File: config.mk
export PLATFORM = sky130hd
export DESIGN_NAME = edge_watch_bank
export DESIGN_NICKNAME = d
export VERILOG_FILES = /design/src/rtl/edge_bank_pkg.sv /design/src/rtl/edge_bank_cfg.sv /design/src/rtl/edge_bank_sampler.sv /design/src/rtl/edge_bank_detect.sv /design/src/rtl/edge_watch_bank.sv
export SDC_FILE = /design/constraint.sdc
export NUM_CORES = 2
export LEC_CHECK = 0
export BUFFER_PORTS_ARGS = -buffer_cell sky130_fd_sc_hd__buf_2
export CORE_MARGIN = 10
export CORE_UTILIZATION = 45
export DETAILED_ROUTE_END_ITERATION = 6
export PLACE_DENSITY_LB_ADDON = 0.08
export SLEW_MARGIN = 10
export SYNTH_ARGS = -nofsm -noshare
export SYNTH_HDL_FRONTEND = slang
export SYNTH_SLANG_ARGS = --single-unit
File: constraint.sdc
create_clock -name clk_i -period 3.8 [get_ports clk_i]
set_input_delay 0.38 -clock clk_i [delete_from_list [all_inputs] [get_ports clk_i]]
set_output_delay 0.38 -clock clk_i [all_outputs]
set_load 0.05 [all_outputs]
File: src/rtl/edge_bank_pkg.sv
package edge_bank_pkg;

    localparam int REG_W          = 32;
    localparam int ADDR_W         = 6;
    localparam int IDX_W          = 8;
    localparam int MAX_LANES      = 1 << IDX_W;
    localparam int MODE_W         = 2;
    localparam int MODES_PER_WORD = REG_W / MODE_W;
    localparam int FLAGS_PER_WORD = REG_W;
    localparam int CTRL_WORDS     = MAX_LANES / MODES_PER_WORD;
    localparam int FLAG_WORDS     = MAX_LANES / FLAGS_PER_WORD;
    localparam int CW_SEL_W       = $clog2(CTRL_WORDS);
    localparam int FW_SEL_W       = $clog2(FLAG_WORDS);

    localparam logic [ADDR_W-1:0] ADR_SELECT = 6'd0;
    localparam logic [ADDR_W-1:0] ADR_MODE   = 6'd1;
    localparam logic [ADDR_W-1:0] ADR_FLAG   = 6'd2;
    localparam logic [ADDR_W-1:0] ADR_CTRL0  = 6'd16;
    localparam logic [ADDR_W-1:0] ADR_FLAGW0 = 6'd32;

    typedef enum logic [MODE_W-1:0] {
        EDGE_RISE = 2'd0,
        EDGE_FALL = 2'd1,
        EDGE_BOTH = 2'd2,
        EDGE_OFF  = 2'd3
    } edge_mode_e;

    typedef struct packed {
        logic              en;
        logic [ADDR_W-1:0] addr;
        logic [REG_W-1:0]  data;
    } reg_wr_t;

    function automatic logic lane_hit(input edge_mode_e mode, input logic prev, input logic cur);
        logic hit;
        case (mode)
            EDGE_RISE: hit = !prev && cur;
            EDGE_FALL: hit = prev && !cur;
            EDGE_BOTH: hit = prev ^ cur;
            default:   hit = 1'b0;
        endcase
        return hit;
    endfunction

    function automatic logic in_window(input logic [ADDR_W-1:0] addr,
                                       input logic [ADDR_W-1:0] base,
                                       input int count);
        return (addr >= base) && (addr < base + ADDR_W'(count));
    endfunction

endpackage

File: src/rtl/edge_bank_cfg.sv
module edge_bank_cfg
    import edge_bank_pkg::*;
#(
    parameter int NUM_LANES = 256
) (
    input  logic                        clk_i,
    input  logic                        rst_i,
    input  reg_wr_t                     wr_i,
    input  logic [ADDR_W-1:0]           rd_addr_i,
    output logic [REG_W-1:0]            rd_data_o,
    output logic [NUM_LANES*MODE_W-1:0] mode_flat_o,
    output logic [NUM_LANES-1:0]        flag_o
);

    logic [IDX_W-1:0] sel_q;
    logic             sel_ok;
    logic             mode_ok;
    logic             flag_ok;
    logic             wr_sel;
    logic             wr_mode;
    logic             wr_flag;

    assign sel_ok  = wr_i.data < REG_W'(NUM_LANES);
    assign mode_ok = wr_i.data[REG_W-1:MODE_W] == '0;
    assign flag_ok = wr_i.data[REG_W-1:1] == '0;
    assign wr_sel  = wr_i.en && (wr_i.addr == ADR_SELECT) && sel_ok;
    assign wr_mode = wr_i.en && (wr_i.addr == ADR_MODE) && mode_ok;
    assign wr_flag = wr_i.en && (wr_i.addr == ADR_FLAG) && flag_ok;

    always_ff @(posedge clk_i) begin
        if (rst_i) begin
            sel_q <= '0;
        end else if (wr_sel) begin
            sel_q <= wr_i.data[IDX_W-1:0];
        end
    end

    for (genvar l = 0; l < NUM_LANES; l++) begin : g_lane
        logic              hit_sel;
        logic [MODE_W-1:0] mode_q;
        logic              flag_q;

        assign hit_sel = (sel_q == IDX_W'(l));

        always_ff @(posedge clk_i) begin
            if (rst_i) begin
                mode_q <= EDGE_RISE;
                flag_q <= 1'b0;
            end else begin
                if (wr_mode && hit_sel) begin
                    mode_q <= wr_i.data[MODE_W-1:0];
                end
                if (wr_flag && hit_sel) begin
                    flag_q <= wr_i.data[0];
                end
            end
        end

        assign mode_flat_o[l*MODE_W +: MODE_W] = mode_q;
        assign flag_o[l]                       = flag_q;
    end

    // Read side: pad the lane state out to the full map, then slice words.
    logic [CTRL_WORDS-1:0][REG_W-1:0]       ctrl_words;
    logic [FLAG_WORDS-1:0][REG_W-1:0]       flag_words;
    logic [MAX_LANES-1:0][MODE_W-1:0]       mode_all;
    logic [MAX_LANES-1:0]                   flag_all;
    logic [ADDR_W-1:0]                      ctrl_off;
    logic [ADDR_W-1:0]                      flag_off;

    always_comb begin
        ctrl_words = (CTRL_WORDS*REG_W)'(mode_flat_o);
        flag_words = (FLAG_WORDS*REG_W)'(flag_o);
        mode_all   = (MAX_LANES*MODE_W)'(mode_flat_o);
        flag_all   = MAX_LANES'(flag_o);
    end

    assign ctrl_off = rd_addr_i - ADR_CTRL0;
    assign flag_off = rd_addr_i - ADR_FLAGW0;

    always_comb begin
        rd_data_o = '0;
        if (rd_addr_i == ADR_SELECT) begin
            rd_data_o = REG_W'(sel_q);
        end else if (rd_addr_i == ADR_MODE) begin
            rd_data_o = REG_W'(mode_all[sel_q]);
        end else if (rd_addr_i == ADR_FLAG) begin
            rd_data_o = REG_W'(flag_all[sel_q]);
        end else if (in_window(rd_addr_i, ADR_CTRL0, CTRL_WORDS)) begin
            rd_data_o = ctrl_words[ctrl_off[CW_SEL_W-1:0]];
        end else if (in_window(rd_addr_i, ADR_FLAGW0, FLAG_WORDS)) begin
            rd_data_o = flag_words[flag_off[FW_SEL_W-1:0]];
        end
    end


    sel_range_chk: assert property (@(posedge clk_i) disable iff (rst_i)
        sel_q < IDX_W'(NUM_LANES - 1) || sel_q == IDX_W'(NUM_LANES - 1));


    bad_flag_hold_chk: assert property (@(posedge clk_i) disable iff (rst_i)
        (wr_i.en && wr_i.addr == ADR_FLAG && !flag_ok) |=> $stable(flag_o));


    bad_mode_hold_chk: assert property (@(posedge clk_i) disable iff (rst_i)
        (wr_i.en && wr_i.addr == ADR_MODE && !mode_ok) |=> $stable(mode_flat_o));

endmodule

File: src/rtl/edge_bank_sampler.sv
module edge_bank_sampler
    import edge_bank_pkg::*;
#(
    parameter int NUM_LANES = 256
) (
    input  logic                 clk_i,
    input  logic                 rst_i,
    input  logic [NUM_LANES-1:0] sig_i,
    output logic [NUM_LANES-1:0] cur_o,
    output logic [NUM_LANES-1:0] prev_o,
    output logic                 pair_vld_o
);

    logic cur_vld_q;

    always_ff @(posedge clk_i) begin
        if (rst_i) begin
            cur_o      <= '0;
            prev_o     <= '0;
            cur_vld_q  <= 1'b0;
            pair_vld_o <= 1'b0;
        end else begin
            cur_o      <= sig_i;
            prev_o     <= cur_o;
            cur_vld_q  <= 1'b1;
            pair_vld_o <= cur_vld_q;
        end
    end

endmodule

File: src/rtl/edge_bank_detect.sv
module edge_bank_detect
    import edge_bank_pkg::*;
#(
    parameter int NUM_LANES = 256
) (
    input  logic                        clk_i,
    input  logic                        rst_i,
    input  logic [NUM_LANES-1:0]        cur_i,
    input  logic [NUM_LANES-1:0]        prev_i,
    input  logic                        pair_vld_i,
    input  logic [NUM_LANES*MODE_W-1:0] mode_flat_i,
    input  logic [NUM_LANES-1:0]        flag_i,
    output logic [NUM_LANES-1:0]        evt_o,
    output logic                        any_o
);

    logic [NUM_LANES-1:0] hit;

    for (genvar l = 0; l < NUM_LANES; l++) begin : g_lane
        edge_mode_e mode;
        assign mode   = edge_mode_e'(mode_flat_i[l*MODE_W +: MODE_W]);
        assign hit[l] = !flag_i[l] && lane_hit(mode, prev_i[l], cur_i[l]);


        reserved_quiet_chk: assert property (@(posedge clk_i) disable iff (rst_i)
            ($past(mode_flat_i[l*MODE_W +: MODE_W]) == 2'd3) |-> !evt_o[l]);


        rise_shape_chk: assert property (@(posedge clk_i) disable iff (rst_i)
            (evt_o[l] && $past(mode_flat_i[l*MODE_W +: MODE_W]) == 2'd0)
                |-> ($past(cur_i[l]) && !$past(prev_i[l])));


        fall_shape_chk: assert property (@(posedge clk_i) disable iff (rst_i)
            (evt_o[l] && $past(mode_flat_i[l*MODE_W +: MODE_W]) == 2'd1)
                |-> (!$past(cur_i[l]) && $past(prev_i[l])));
    end

    always_ff @(posedge clk_i) begin
        if (rst_i) begin
            evt_o <= '0;
            any_o <= 1'b0;
        end else begin
            evt_o <= pair_vld_i ? hit : '0;
            any_o <= pair_vld_i && (|hit);
        end
    end


    flagged_quiet_chk: assert property (@(posedge clk_i) disable iff (rst_i)
        (evt_o & $past(flag_i)) == '0);

endmodule

File: src/rtl/edge_watch_bank.sv
module edge_watch_bank
    import edge_bank_pkg::*;
#(
    parameter int NUM_LANES = 256
) (
    input  logic                 clk_i,
    input  logic                 rst_i,
    input  logic                 wr_en_i,
    input  logic [5:0]           wr_addr_i,
    input  logic [31:0]          wr_data_i,
    input  logic [5:0]           rd_addr_i,
    output logic [31:0]          rd_data_o,
    input  logic [NUM_LANES-1:0] sig_i,
    output logic [NUM_LANES-1:0] evt_o,
    output logic                 any_evt_o
);

    reg_wr_t                     wr;
    logic [NUM_LANES*MODE_W-1:0] mode_flat;
    logic [NUM_LANES-1:0]        flag;
    logic [NUM_LANES-1:0]        cur;
    logic [NUM_LANES-1:0]        prev;
    logic                        pair_vld;

    assign wr = '{en: wr_en_i, addr: wr_addr_i, data: wr_data_i};

    edge_bank_cfg #(.NUM_LANES(NUM_LANES)) u_cfg (
        .clk_i       (clk_i),
        .rst_i       (rst_i),
        .wr_i        (wr),
        .rd_addr_i   (rd_addr_i),
        .rd_data_o   (rd_data_o),
        .mode_flat_o (mode_flat),
        .flag_o      (flag)
    );

    edge_bank_sampler #(.NUM_LANES(NUM_LANES)) u_smp (
        .clk_i      (clk_i),
        .rst_i      (rst_i),
        .sig_i      (sig_i),
        .cur_o      (cur),
        .prev_o     (prev),
        .pair_vld_o (pair_vld)
    );

    edge_bank_detect #(.NUM_LANES(NUM_LANES)) u_det (
        .clk_i       (clk_i),
        .rst_i       (rst_i),
        .cur_i       (cur),
        .prev_i      (prev),
        .pair_vld_i  (pair_vld),
        .mode_flat_i (mode_flat),
        .flag_i      (flag),
        .evt_o       (evt_o),
        .any_o       (any_evt_o)
    );


    any_matches_chk: assert property (@(posedge clk_i) disable iff (rst_i)
        any_evt_o == (|evt_o));


    first_sample_quiet_chk: assert property (@(posedge clk_i) disable iff (rst_i)
        $past(rst_i) |=> (evt_o == '0));

endmodule

# Word level (Yosys, flattened, before mapping)
# Index checks and enable logic that the tools add are counted.
classes:
  bitwise_logic: 257
  mux: 270
  add_sub_neg: 2
  reduce_logical: 2320
  mul: 0
  div: 0
  n_shift: 0
  magnitude_cmp: 8
  eq_ne: 771
op_table:
  columns: ["operator", "n"]
  rows:
  - ["1-bit logical AND", 1289]
  - ["8-bit equality test (second input constant)", 128]
  - ["1-bit logical NOT", 768]
  - ["1-bit one-hot mux with 3 select lines", 256]
  - ["2-bit by 1-bit equality test with 1-bit output (second input constant)", 256]
  - ["2-bit equality test (second input constant)", 256]
  - ["8-bit by 7-bit equality test with 1-bit output (second input constant)", 64]
  - ["2-bit logical NOT", 256]
  - ["8-bit by 6-bit equality test with 1-bit output (second input constant)", 32]
  - ["256-bit OR reduction", 1]
  - ["1-bit XOR", 256]
  - ["32-bit 2-to-1 mux", 7]
  - ["32-bit binary-select mux with 4-bit select", 1]
  - ["8-bit by 5-bit equality test with 1-bit output (second input constant)", 16]
  - ["32-bit binary-select mux with 3-bit select", 1]
  - ["8-bit by 4-bit equality test with 1-bit output (second input constant)", 8]
  - ["8-bit by 3-bit equality test with 1-bit output (second input constant)", 4]
  - ["32-bit by 9-bit less-than comparator with 1-bit output (second input constant)", 1]
  - ["31-bit logical NOT", 1]
  - ["30-bit logical NOT", 1]
  - ["2-bit binary-select mux with 8-bit select", 1]
  - ["8-bit by 2-bit equality test with 1-bit output (second input constant)", 2]
  - ["6-bit by 1-bit equality test with 1-bit output (second input constant)", 2]
  - ["6-bit by 2-bit equality test with 1-bit output (second input constant)", 2]
  - ["other kinds (16)", 19]
word_totals:
  output_inout_bits: 289
  ramBits: 0
  romBits: 0
  elab_cells: 4147
  n_memories: 0
  latch_bits: 0
  input_bits: 303
  register_bits: 1547

# Depth between registers and ports, before layout
depth:
  ltp_word: 8
  ltp_mapped: 12

# Hierarchy
# From an unflattened synthesis, not the netlist that was laid out.
hier_totals:
  hier_cells: 8313
  hier_area_um2: 80855.0
by_module_without_submodules:
  columns: ["module", "instances", "area_per_inst_um2", "cells_each"]
  rows:
  - ["edge_bank_cfg", 1, 44078.5, 4296]
  - ["edge_bank_detect", 1, 22892.0, 2932]
  - ["edge_bank_sampler", 1, 13884.6, 1085]

# Worst setup path after synthesis
# No wires, ideal clock.
synth_path:
  path_type: "register to output"
  startpoint: "register u_cfg.sel_q[0]"
  endpoint: "output port rd_data_o[0]"
  required_ns: 3.420
  slack_ns: 0.347
  t_arrival_ns: 3.073
  path_stages_with_launch: 11
  path_cell_list: "dfxtp_1 > buf_6 > buf_6 > and2_1 > clkbuf_1 > a221oi_1 > o21ai_0 > a41oi_1 > nor3_1 > a211o_1 > o31ai_1"
synth_between:
  elab_chain_cells: 5
synth_rtl:
  columns: ["item", "line", "source"]
  rows:
  - ["start: declaration", "edge_bank_cfg.sv:15", "logic [IDX_W-1:0] sel_q;"]
  - ["start signal: assignment", "edge_bank_cfg.sv:34", "sel_q <= wr_i.data[IDX_W-1:0];"]
  - ["1-bit binary-select mux with 8-bit select", "edge_bank_cfg.sv:88", "rd_data_o = REG_W'(flag_all[sel_q]);"]
  - ["1-bit 2-to-1 mux (not written as such)", "edge_bank_cfg.sv:88", null]
  - ["32-bit 2-to-1 mux", "edge_bank_cfg.sv:87", "end else if (rd_addr_i == ADR_FLAG) begin"]
  - ["32-bit 2-to-1 mux", "edge_bank_cfg.sv:85", "end else if (rd_addr_i == ADR_MODE) begin"]
  - ["32-bit 2-to-1 mux (*)", "edge_bank_cfg.sv:83", "if (rd_addr_i == ADR_SELECT) begin"]
  - ["end: declaration", "edge_watch_bank.sv:12", "output logic [31:0] rd_data_o,"]
# Every way passes the cells marked *; elsewhere a longest branch is shown, timed or not. The select of a mux whose other input is x is not followed.

# Worst setup path after layout
# Same ends and word-level chain as after synthesis.

==> reports/metrics.csv <==
metric,value,unit
violations,"design-rule violations, negative setup slack",
grtUsageTotal,43.5,%
rsz0062_at_grt,true,
slew_violations,0,
muxShareOfSynthArea,12.9,%
power_density,378,nW/um2
synth_top_family_by_area,simple AND/OR/NAND/NOR gates,
clock_path_buffers,3,
synth_most_common_cell,dfxtp_1,
synth_flop_cell,dfxtp_1,
status,finished with violations,
postSynth.asyncResetShare,0,%
synthSimpleGateAreaFrac,18.8,%
cts-root-buf,clkbuf_16,
dr_total_vias,79400,
hold-worst-slack,90.1,ps
synth-seq-cells,1547,
p_leak,35.6,nW
dr.pass1.iters,7,
synthTopCellsByArea,"dfxtp_1 (39%), mux4_2 (11%), ha_1 (8.1%)",
rows,153,
final_util,55.3,%
synth_edf_count,0,
synth_fa_ha_area_share,8.15,%
arrival,3940,ps
htree_levels,4,
synth-xor-area-share,0,%
dp_hpwl,332,mm
antenna_found_initial,87,
cts_tree,built,
synth.cell_area,78600,um2
cts.sinks,1547,
min_path_type,input port to register,
drtAntennaViolNets,0,
dieArea,192000,um2
hold_viol,0,
setup_ws,-519,ps
setup_viol,3,
synth_nets,9724,
clkTransAtPathRegs,60,ps
placed_area,87200,um2
cp-start-kind,register,
required,3420,ps
syn_to_final_growth,22.3,%
die_x,438,um
routabilityCongestion,1.10,
drt_drc_violations_left,43,
io-pin-count,592,
core,174000,um2
overflow,0,
cts_buffers,169,
yosysWarnings,0,
relSlewSlack,27.3,%
cp-end-kind,primary output,
postSynthAreaPerCell,8.83,um2
path_max_fanout,10,
syn-instance-count,8909,
top_usage_layer,met2,
drive_gt1_share,19.5,%
synth_top_area_share,39.4,%
final_cell_area,96200,um2
synth-compound-area-share,13.1,%
die_h,438,um
fin_skew,54.6,ps
port_buffers,591,
start_util,45.2,%
yosys-top-cells-count,"dfxtp_1 (1547), a21oi_1 (1037), inv_1 (798), nand3_1 (785), nand2_1 (699)",
tns,-874,ps
fin_crit_sh,114,%
fin_nets,10700,
worst_slew_pin_slew,1090,ps
met3_usage,19.1,%
max_freq,232,MHz
max-cap-violations,0,
drtIter0Drc,12600,
ys_types,67,
routed_wl,437,mm
pre_cts_ws,-236,ps
grt_first_pass_wirelength,591,mm
synth_area_leader_cell,dfxtp_1,
detail_route.wl_per_cell,35.1,um
place_inst,11800,
vdd_ir_drop_max,0.403,mV
fin_crit,4320,ps
clock_latency,880,ps
grt_max_degree,163,
grtUsageMet2,61.3,%
total_power,36.3,mW
grt_use_met1,51.9,%
first_global_vias,73100,
critPathKind,register to primary output,
via_per_inst,6.38,
ys_seq_area_share,39.4,%
layoutNonFillerInstCount,12400,
[sequential cells by signal, summed over array words and instances (netlist names)]
name                 cells
u_cfg.sel_q              8
u_cfg.g_lane.flag_q    256
u_det.evt_o            256
u_cfg.g_lane.mode_q    512
u_smp.cur_o            256
u_smp.cur_vld_q          1
u_det.any_o              1
u_smp.pair_vld_o         1
u_smp.prev_o           256
[timing repair]
| action | 4_1_cts | 5_1_grt |
|---|---|---|
| hold buffers | 264 | 0 |
| resized for setup | 44 | 13 |
| pin swaps | 10 | 5 |
| buffers inserted | 21 | 1 |
| setup endpoints to repair | 4 | 3 |
| gates cloned | 2 | 0 |
| hold endpoints to repair | 279 | 0 |
[layer usage]
layer	vias up	wire length, um
met5	-	496
met4	52	41800
met3	1762	62200
met2	6219	175000
met1	38400	158000
li1	33000	-
[where the power goes]
group / switching, mW / internal, mW / leakage, nW
clock: 7.34 / 9.74 / 2.75
sequential: 0.185 / 16.5 / 12.6
combinational: 1.52 / 1.01 / 20.3
total: 9.04 / 27.3 / 35.6
[cell type report]
| cell class | count | area, um2 |
|---|---|---|
| Fill cell | 15700 | 77700 |
| Sequential cell | 1547 | 31000 |
| Inverter | 798 | 3000 |
| Timing Repair Buffer | 1486 | 11400 |
| Tap cell | 2325 | 2910 |
| Clock inverter | 58 | 762 |
| Multi-Input combinational cell | 5916 | 42000 |
| Antenna cell | 71 | 178 |
| Clock buffer | 243 | 4860 |
[cells in the final DEF, fill, tap and decap left out, types with 75 or more instances in the layout]
master,n
nor2b_1,330
nand2b_1,391
nor2_1,389
nand2_1,698
a21oi_1,1037
buf_4,547
a31oi_1,251
nand3_1,784
mux4_2,388
o22ai_1,146
dfxtp_1,1542
ha_1,512
mux2i_1,92
inv_1,797
nor3_1,262
dlygate4sd3_1,264
o21ai_0,350
clkbuf_16,170
buf_12,75
buf_2,583
[final timing paths]
kind                                     from                           to  slack [ps]  cells after the start
setup / recovery               u_cfg.sel_q[0]                 rd_data_o[0]        -520                     11
setup reg to reg  u_cfg.g_lane[126].mode_q[1]                  u_det.any_o         260                      9
hold reg to reg              u_smp.cur_o[180]            u_smp.prev_o[180]         460                      2
hold / removal                   wr_data_i[0]  u_cfg.g_lane[243].mode_q[0]          90                      3
[worst max-delay path, stage by stage, from the launching register on]
cell	delay, ps
dfxtp_4	350
buf_4	180
buf_4	170
and2_1	160
buf_4	230
a221oi_1	430
o21ai_0	340
a311oi_1	440
nor3_2	80
o31ai_1	280
buf_4	240
buf_12	150
[logic make-up (layout without fill, tap and decap cells)]
| family | Yosys count | in the layout |
|---|---|---|
| AO/OA/AOI/OAI | 1901 | 1901 |
| adder cells (fa/ha/maj) | 512 | 512 |
| buffers and inverters | 1446 | 2585 |
| flip-flops | 1547 | 1547 |
| multiplexers | 503 | 503 |
| other | 0 | 71 |
| AND/OR/NAND/NOR | 3000 | 3000 |
(Power assumes the default switching activity.)
